`src/rtl/tmr_pkg.sv`:
```
// Shared types and register addresses for the prescaled 16-bit timer.
// Assumes an 8-bit register bus with a 3-bit address.
package tmr_pkg;
    localparam int DATA_W = 8;
    localparam int ADDR_W = 3;
    localparam int CNT_W  = 2 * DATA_W;

    typedef enum logic [1:0] {
        MODE_HALT = 2'b00,
        MODE_FREE = 2'b01,
        MODE_WRAP = 2'b10,
        MODE_TRI  = 2'b11
    } tmr_mode_e;

    localparam logic [ADDR_W-1:0] A_CTRL  = 3'd0;
    localparam logic [ADDR_W-1:0] A_STAT  = 3'd1;
    localparam logic [ADDR_W-1:0] A_CNTLO = 3'd2;
    localparam logic [ADDR_W-1:0] A_CNTHI = 3'd3;
    localparam logic [ADDR_W-1:0] A_TRMLO = 3'd4;
    localparam logic [ADDR_W-1:0] A_TRMHI = 3'd5;
endpackage

```
`src/rtl/tmr_prescaler.sv`:
```
// Divides the incoming tick by 1, 8, 32 or 128 and emits one step per period.
// Assumes clr restarts the phase so that the first step after it takes a full period.
module tmr_prescaler #(
    parameter int PH_W = 7
) (
    input  logic       clk,
    input  logic       rst_n,
    input  logic       tick_in,
    input  logic       clr,
    input  logic [1:0] div_sel,
    output logic       step_o
);
    logic [PH_W-1:0] phase_q;
    logic [PH_W-1:0] limit;

    // Last phase value of the selected period.
    always_comb begin
        case (div_sel)
            2'd0:    limit = PH_W'(0);
            2'd1:    limit = PH_W'(7);
            2'd2:    limit = PH_W'(31);
            default: limit = PH_W'(127);
        endcase
    end

    assign step_o = tick_in && !clr && (phase_q >= limit);

    // Phase counter, cleared on reset, halt or counter clear.
    always_ff @(posedge clk) begin
        if (!rst_n || clr)      phase_q <= '0;
        else if (tick_in)       phase_q <= (phase_q >= limit) ? '0 : phase_q + 1'b1;
    end
endmodule

```
`src/rtl/tmr_counter.sv`:
```
// 16-bit counter with free-running, modulo and up/down modes.
// Assumes step is a single-cycle enable. clr wins over step. Halt keeps the count.
module tmr_counter
    import tmr_pkg::*;
#(
    parameter int W = CNT_W
) (
    input  logic         clk,
    input  logic         rst_n,
    input  logic         step,
    input  logic         clr,
    input  tmr_mode_e    mode,
    input  logic [W-1:0] term,
    output logic [W-1:0] cnt_o,
    output logic         ovf_o
);
    logic [W-1:0] cnt_q, cnt_n;
    logic         down_q, down_n;
    logic         wrap_c;

    // Next count, next direction and overflow for the current mode.
    always_comb begin
        cnt_n  = cnt_q + 1'b1;
        down_n = down_q;
        wrap_c = 1'b0;
        case (mode)
            MODE_FREE: wrap_c = (cnt_q == {W{1'b1}});
            MODE_WRAP: begin
                if (cnt_q >= term) begin
                    cnt_n  = '0;
                    wrap_c = 1'b1;
                end
            end
            MODE_TRI: begin
                if (term == '0) begin
                    cnt_n  = '0;
                    down_n = 1'b0;
                    wrap_c = 1'b1;
                end else if (!down_q && cnt_q >= term) begin
                    cnt_n  = cnt_q - 1'b1;
                    down_n = 1'b1;
                    wrap_c = (cnt_q == W'(1));
                end else if (down_q && cnt_q == '0) begin
                    cnt_n  = W'(1);
                    down_n = 1'b0;
                end else if (down_q) begin
                    cnt_n  = cnt_q - 1'b1;
                    wrap_c = (cnt_q == W'(1));
                end
            end
            default: cnt_n = cnt_q;
        endcase
    end

    // Count and direction registers.
    always_ff @(posedge clk) begin
        if (!rst_n || clr) begin
            cnt_q  <= '0;
            down_q <= 1'b0;
        end else if (mode == MODE_HALT) begin
            down_q <= 1'b0;
        end else if (step) begin
            cnt_q  <= cnt_n;
            down_q <= down_n;
        end
    end

    assign cnt_o = cnt_q;
    assign ovf_o = step && !clr && (mode != MODE_HALT) && wrap_c;
endmodule

```
`src/rtl/tmr_ovf_flag.sv`:
```
// Sticky overflow flag: set by an event, cleared by a software write; set wins.
// Assumes set and clear are single-cycle strobes.
module tmr_ovf_flag (
    input  logic clk,
    input  logic rst_n,
    input  logic set_i,
    input  logic clr_i,
    output logic flag_o
);
    // Flag register with set-over-clear priority.
    always_ff @(posedge clk) begin
        if (!rst_n)     flag_o <= 1'b0;
        else if (set_i) flag_o <= 1'b1;
        else if (clr_i) flag_o <= 1'b0;
    end
endmodule

```
`src/rtl/tick_timer16.sv`:
```
// Prescaled 16-bit timer with an 8-bit register interface, high-byte read capture,
// sticky overflow flag and gated interrupt. Assumes one register access per cycle.
module tick_timer16
    import tmr_pkg::*;
(
    input  logic              clk,
    input  logic              rst_n,
    input  logic              tick_en,
    input  logic [ADDR_W-1:0] reg_addr,
    input  logic              reg_wr,
    input  logic              reg_rd,
    input  logic [DATA_W-1:0] reg_wdata,
    output logic [DATA_W-1:0] reg_rdata,
    output logic              irq
);
    tmr_mode_e         ctrl_mode;
    logic [1:0]        ctrl_div;
    logic              ctrl_ien;
    logic [CNT_W-1:0]  term_q;
    logic [CNT_W-1:0]  cnt_q;
    logic [DATA_W-1:0] hi_hold_q;
    logic              ovf_flag;
    logic              step, ovf_evt;
    logic              cnt_clr, ps_clr;

    assign cnt_clr = reg_wr && (reg_addr == A_CNTLO);
    assign ps_clr  = cnt_clr || (ctrl_mode == MODE_HALT);

    // Control and terminal value registers.
    always_ff @(posedge clk) begin
        if (!rst_n) begin
            ctrl_mode <= MODE_HALT;
            ctrl_div  <= 2'd0;
            ctrl_ien  <= 1'b0;
            term_q    <= '0;
        end else if (reg_wr) begin
            case (reg_addr)
                A_CTRL: begin
                    ctrl_mode <= tmr_mode_e'(reg_wdata[1:0]);
                    ctrl_div  <= reg_wdata[3:2];
                    ctrl_ien  <= reg_wdata[4];
                end
                A_TRMLO: term_q[DATA_W-1:0]     <= reg_wdata;
                A_TRMHI: term_q[CNT_W-1:DATA_W] <= reg_wdata;
                default: ;
            endcase
        end
    end

    // High byte captured on a low-byte read.
    always_ff @(posedge clk) begin
        if (!rst_n)                              hi_hold_q <= '0;
        else if (reg_rd && reg_addr == A_CNTLO)  hi_hold_q <= cnt_q[CNT_W-1:DATA_W];
    end

    tmr_prescaler u_pre (
        .clk(clk), .rst_n(rst_n), .tick_in(tick_en), .clr(ps_clr),
        .div_sel(ctrl_div), .step_o(step)
    );

    tmr_counter u_cnt (
        .clk(clk), .rst_n(rst_n), .step(step), .clr(cnt_clr), .mode(ctrl_mode),
        .term(term_q), .cnt_o(cnt_q), .ovf_o(ovf_evt)
    );

    tmr_ovf_flag u_flag (
        .clk(clk), .rst_n(rst_n), .set_i(ovf_evt),
        .clr_i(reg_wr && reg_addr == A_STAT && !reg_wdata[0]),
        .flag_o(ovf_flag)
    );

    // Read data multiplexer.
    always_comb begin
        case (reg_addr)
            A_CTRL:  reg_rdata = {3'b000, ctrl_ien, ctrl_div, ctrl_mode};
            A_STAT:  reg_rdata = {7'b0, ovf_flag};
            A_CNTLO: reg_rdata = cnt_q[DATA_W-1:0];
            A_CNTHI: reg_rdata = hi_hold_q;
            A_TRMLO: reg_rdata = term_q[DATA_W-1:0];
            A_TRMHI: reg_rdata = term_q[CNT_W-1:DATA_W];
            default: reg_rdata = '0;
        endcase
    end

    assign irq = ovf_flag && ctrl_ien;
endmodule

```
`config.mk`:
```
export PLATFORM = sky130hd
export DESIGN_NAME = tick_timer16
export DESIGN_NICKNAME = d
export VERILOG_FILES = /design/src/rtl/tmr_pkg.sv /design/src/rtl/tmr_prescaler.sv /design/src/rtl/tmr_counter.sv /design/src/rtl/tmr_ovf_flag.sv /design/src/rtl/tick_timer16.sv
export SDC_FILE = /design/constraint.sdc
export NUM_CORES = 1
export LEC_CHECK = 0
export ABC_AREA = 1
export BUFFER_PORTS_ARGS = -buffer_cell sky130_fd_sc_hd__buf_2
export CORE_MARGIN = 2
export CORE_UTILIZATION = 45
export CTS_CLUSTER_SIZE = 20
export DETAILED_ROUTE_END_ITERATION = 10
export GPL_TIMING_DRIVEN = 1
export PLACE_DENSITY = 0.59
export SLEW_MARGIN = 20
export SYNTH_ARGS = -nofsm -noshare
export SYNTH_HDL_FRONTEND = slang
export SYNTH_SLANG_ARGS = --single-unit
```
`constraint.sdc`:
```
create_clock -name clk -period 2.4 [get_ports clk]
set_input_delay 0 -clock clk [delete_from_list [all_inputs] [get_ports clk]]
set_output_delay 0 -clock clk [all_outputs]
set_load 0.01 [all_outputs]
```
==> metrics.txt <==
nets@finish 689; worst-path cell chain ha_1, a21oi_1, o21ai_1, nor2_1, nand3_1, nand2_1, inv_2, o21ai_0, nor2_1, nor2_1; crit path launch type flip-flop; FF-to-FF Start u_cnt.cnt_o[15]$_SDFFE_PP0P_; setup violators final 0; Synthesis Warnings 0; CTS tree done; total leakage power 2.07 nW; DRT iter0 DRCs 352; Clock Tree Root clkbuf_8; Via density 5.47; most common cell after layout, fill and taps aside nand2_1; register area share after synthesis 0.267; DRT Pass-1 Iters 5; Die Wd 98.9 um; clk_skew 22.1 ps; worst setup path class reg -> reg; fin crit share 0.895; initial antenna violation count 0; Initial Utilization 0.465; Setup Buffers After CTS 0; wire per inst 16.2 um; Hold Path Class in -> reg; Num CTS Buffers 5; Crit. Startpoint u_cnt.cnt_o[15]$_SDFFE_PP0P_; Max Transition Viols Final 0; WHS 23.1 ps; core area 8720 sq um; outcome finished clean; antenna cell count 0; final wirelength 12200 um; Critical Path Max Stage Delay 450 ps; WP data required 2650 ps; I/O Buffers 24; Via Count 4127; Syn Inst Count 606; CP dominant cell by count nor2_1; placer congestion estimate 0.951; first-pass GRT wire length 20000 um; Final Hold Vio Count 0; worst slew pin tran 563 ps; # DRC 0; Rows 34; pwr/cell area 511 nW/um^2; Syn Std Cell Area 4050 sq um; CTS max path bufs 2; max frequency 466 MHz; vias in the first global route 3885; layout cells sized above 1 0.141; Setup TNS Final 0 ps; global route total overflow 0; Antenna Nets Post-Route 0; Slew Limit Headroom 0.625; R2R cell count 10; CP Max Fanout 10; CP max-delay cell dfxtp_1; syn_area_per_cell 6.69 sq um; Synth Register Bits 54; gr usage total 0.254; critical path capture point type flip-flop; clock transition at the registers of the reported paths 120 ps; Max-Cap Viols 0; clk sinks 54; Critical Path AT 2400 ps; most frequent cells in the layout nand2_1, nor2_1, inv_1; Yosys cell types 39; r2r endpoint u_cnt.cnt_o[1]$_SDFFE_PP0P_; hpwl dp 9570 um; Mapped Nets 649; R2R setup slack 250 ps; Die Ht 98.9 um; htree depth 2; Tot Pwr 2.31 mW; Synth-to-Final Area Change 11.6%; full die area 9780 sq um; worst skew pair latency 320 ps; RSZ-0062 raised after global routing no; Ports 25; worst setup path end u_cnt.cnt_o[1]$_SDFFE_PP0P_; Max VDD drop 0.286 mV; largest net degree at the start of global routing 25; min Tclk post-route 2150 ps
==> how the worst min path moves through the flow <==
stage                       startpoint                      end  depth (start not counted)
after floorplan                  rst_n  term_q[10]$_SDFFE_PN0P_                          2
after global placement    reg_wdata[6]   term_q[6]$_SDFFE_PN0P_                          3
after CTS                       reg_wr    ctrl_ien$_SDFFE_PN0P_                          3
after detailed placement  reg_wdata[5]   term_q[5]$_SDFFE_PN0P_                          3
final                           reg_wr    ctrl_ien$_SDFFE_PN0P_                          3
after global routing            reg_wr    ctrl_ien$_SDFFE_PN0P_                          3
==> registers in the layout (all words and copies together), names as in the netlist <==
| signal | flops |
|---|---|
| u_cnt.cnt_o | 16 |
| hi_hold_q | 8 |
| ctrl_ien | 1 |
| u_cnt.down_q | 1 |
| u_pre.phase_q | 7 |
| term_q | 16 |
| u_flag.flag_o | 1 |
| ctrl_mode | 2 |
| ctrl_div | 2 |
==> worst max-delay path: cells and delay by family, from the launching register on <==
family | cells | cell delay, ps
flip-flops | 1 | 450
adder cells (fa/ha/maj) | 1 | 300
AND/OR/NAND/NOR | 5 | 710
buffers and inverters | 1 | 150
AO/OA/AOI/OAI | 3 | 470
==> synthesized netlist by cell type <==
library cell | count | area share
a22oi_1 | 3 | 0.0056
nand2_4 | 3 | 0.0083
dfxtp_1 | 54 | 0.27
nor3_1 | 8 | 0.0099
and3_1 | 2 | 0.0031
o22ai_1 | 1 | 0.0015
buf_4 | 1 | 0.0019
inv_2 | 10 | 0.0093
o21ai_2 | 1 | 0.0022
clkbuf_2 | 1 | 0.0012
nor2_4 | 4 | 0.011
o21a_1 | 3 | 0.0056
clkinv_1 | 1 | 0.00093
inv_1 | 64 | 0.059
buf_6 | 5 | 0.014
nand3_2 | 2 | 0.0049
nor3_4 | 2 | 0.0080
nor2_1 | 77 | 0.071
a221oi_1 | 6 | 0.013
buf_2 | 6 | 0.0074
o221ai_1 | 4 | 0.0086
nand4_1 | 9 | 0.014
o22ai_2 | 1 | 0.0031
ha_1 | 27 | 0.083
nor2_2 | 3 | 0.0046
a21oi_1 | 57 | 0.070
xnor2_1 | 2 | 0.0043
nand3b_1 | 2 | 0.0037
clkbuf_8 | 1 | 0.0034
a21oi_2 | 3 | 0.0065
o21ai_1 | 1 | 0.0012
clkbuf_1 | 3 | 0.0028
nand2_1 | 117 | 0.11
nand3_1 | 42 | 0.052
o21ai_0 | 45 | 0.056
xor2_1 | 24 | 0.052
nor3_2 | 3 | 0.0074
nand2_2 | 5 | 0.0077
o2111ai_1 | 3 | 0.0065
==> what timing repair did <==
| action | CTS | global route |
|---|---|---|
| endpoints found under the hold margin | 7 | 0 |
| hold buffers | 6 | 0 |
| setup endpoints to repair | 0 | 7 |
| gates resized for setup | 0 | 3 |
==> power breakdown <==
part	switching, mW	leakage (nW)	internal [mW]	total (mW)
clock	0.334	0.0618	0.344	0.678
sequential	0.0248	0.438	0.924	0.948
combinational	0.457	1.57	0.228	0.685
total	0.816	2.07	1.50	2.31
==> routing by layer <==
layer,GRT usage,part of all wire,vias up,wire (um)
li1,-,-,2087,-
met1,0.361,0.47,1902,5720
met2,0.409,0.46,128,5560
met3,0.0376,0.063,10,767
met4,0.0590,0.013,0,155
met5,0,0,-,0
==> per-stage QoR <==
stage | std cells | util | setup WS, ps | cell area (sq um)
2_1_floorplan | 606 | - | 598 | 4050
3_3_place_gp | 741 | 0.497 | 283 | 4340
3_5_place_dp | 741 | 0.497 | 218 | 4340
4_1_cts | 755 | 0.518 | 170 | 4520
5_1_grt | 755 | 0.519 | 51.0 | 4530
6_report | 755 | 0.519 | 252 | 4530
==> cell type report <==
cell class,count,area (sq um)
Tap cell,108,135
Sequential cell,54,1080
Multi-Input combinational cell,460,2570
Clock inverter,2,38.8
Clock buffer,6,82.6
Timing Repair Buffer,50,330
Inverter,75,282
Fill cell,931,4200
==> cell families after synthesis <==
family          Yosys count  share of synthesized area
compound gates          128                      0.180
fa+ha+maj                27                     0.0833
xor+xnor                 26                     0.0562
flops                    54                      0.267
buf+inv                  92                      0.100
simple gates            279                      0.314
No activity file was read; power rests on OpenSTA's default activity.
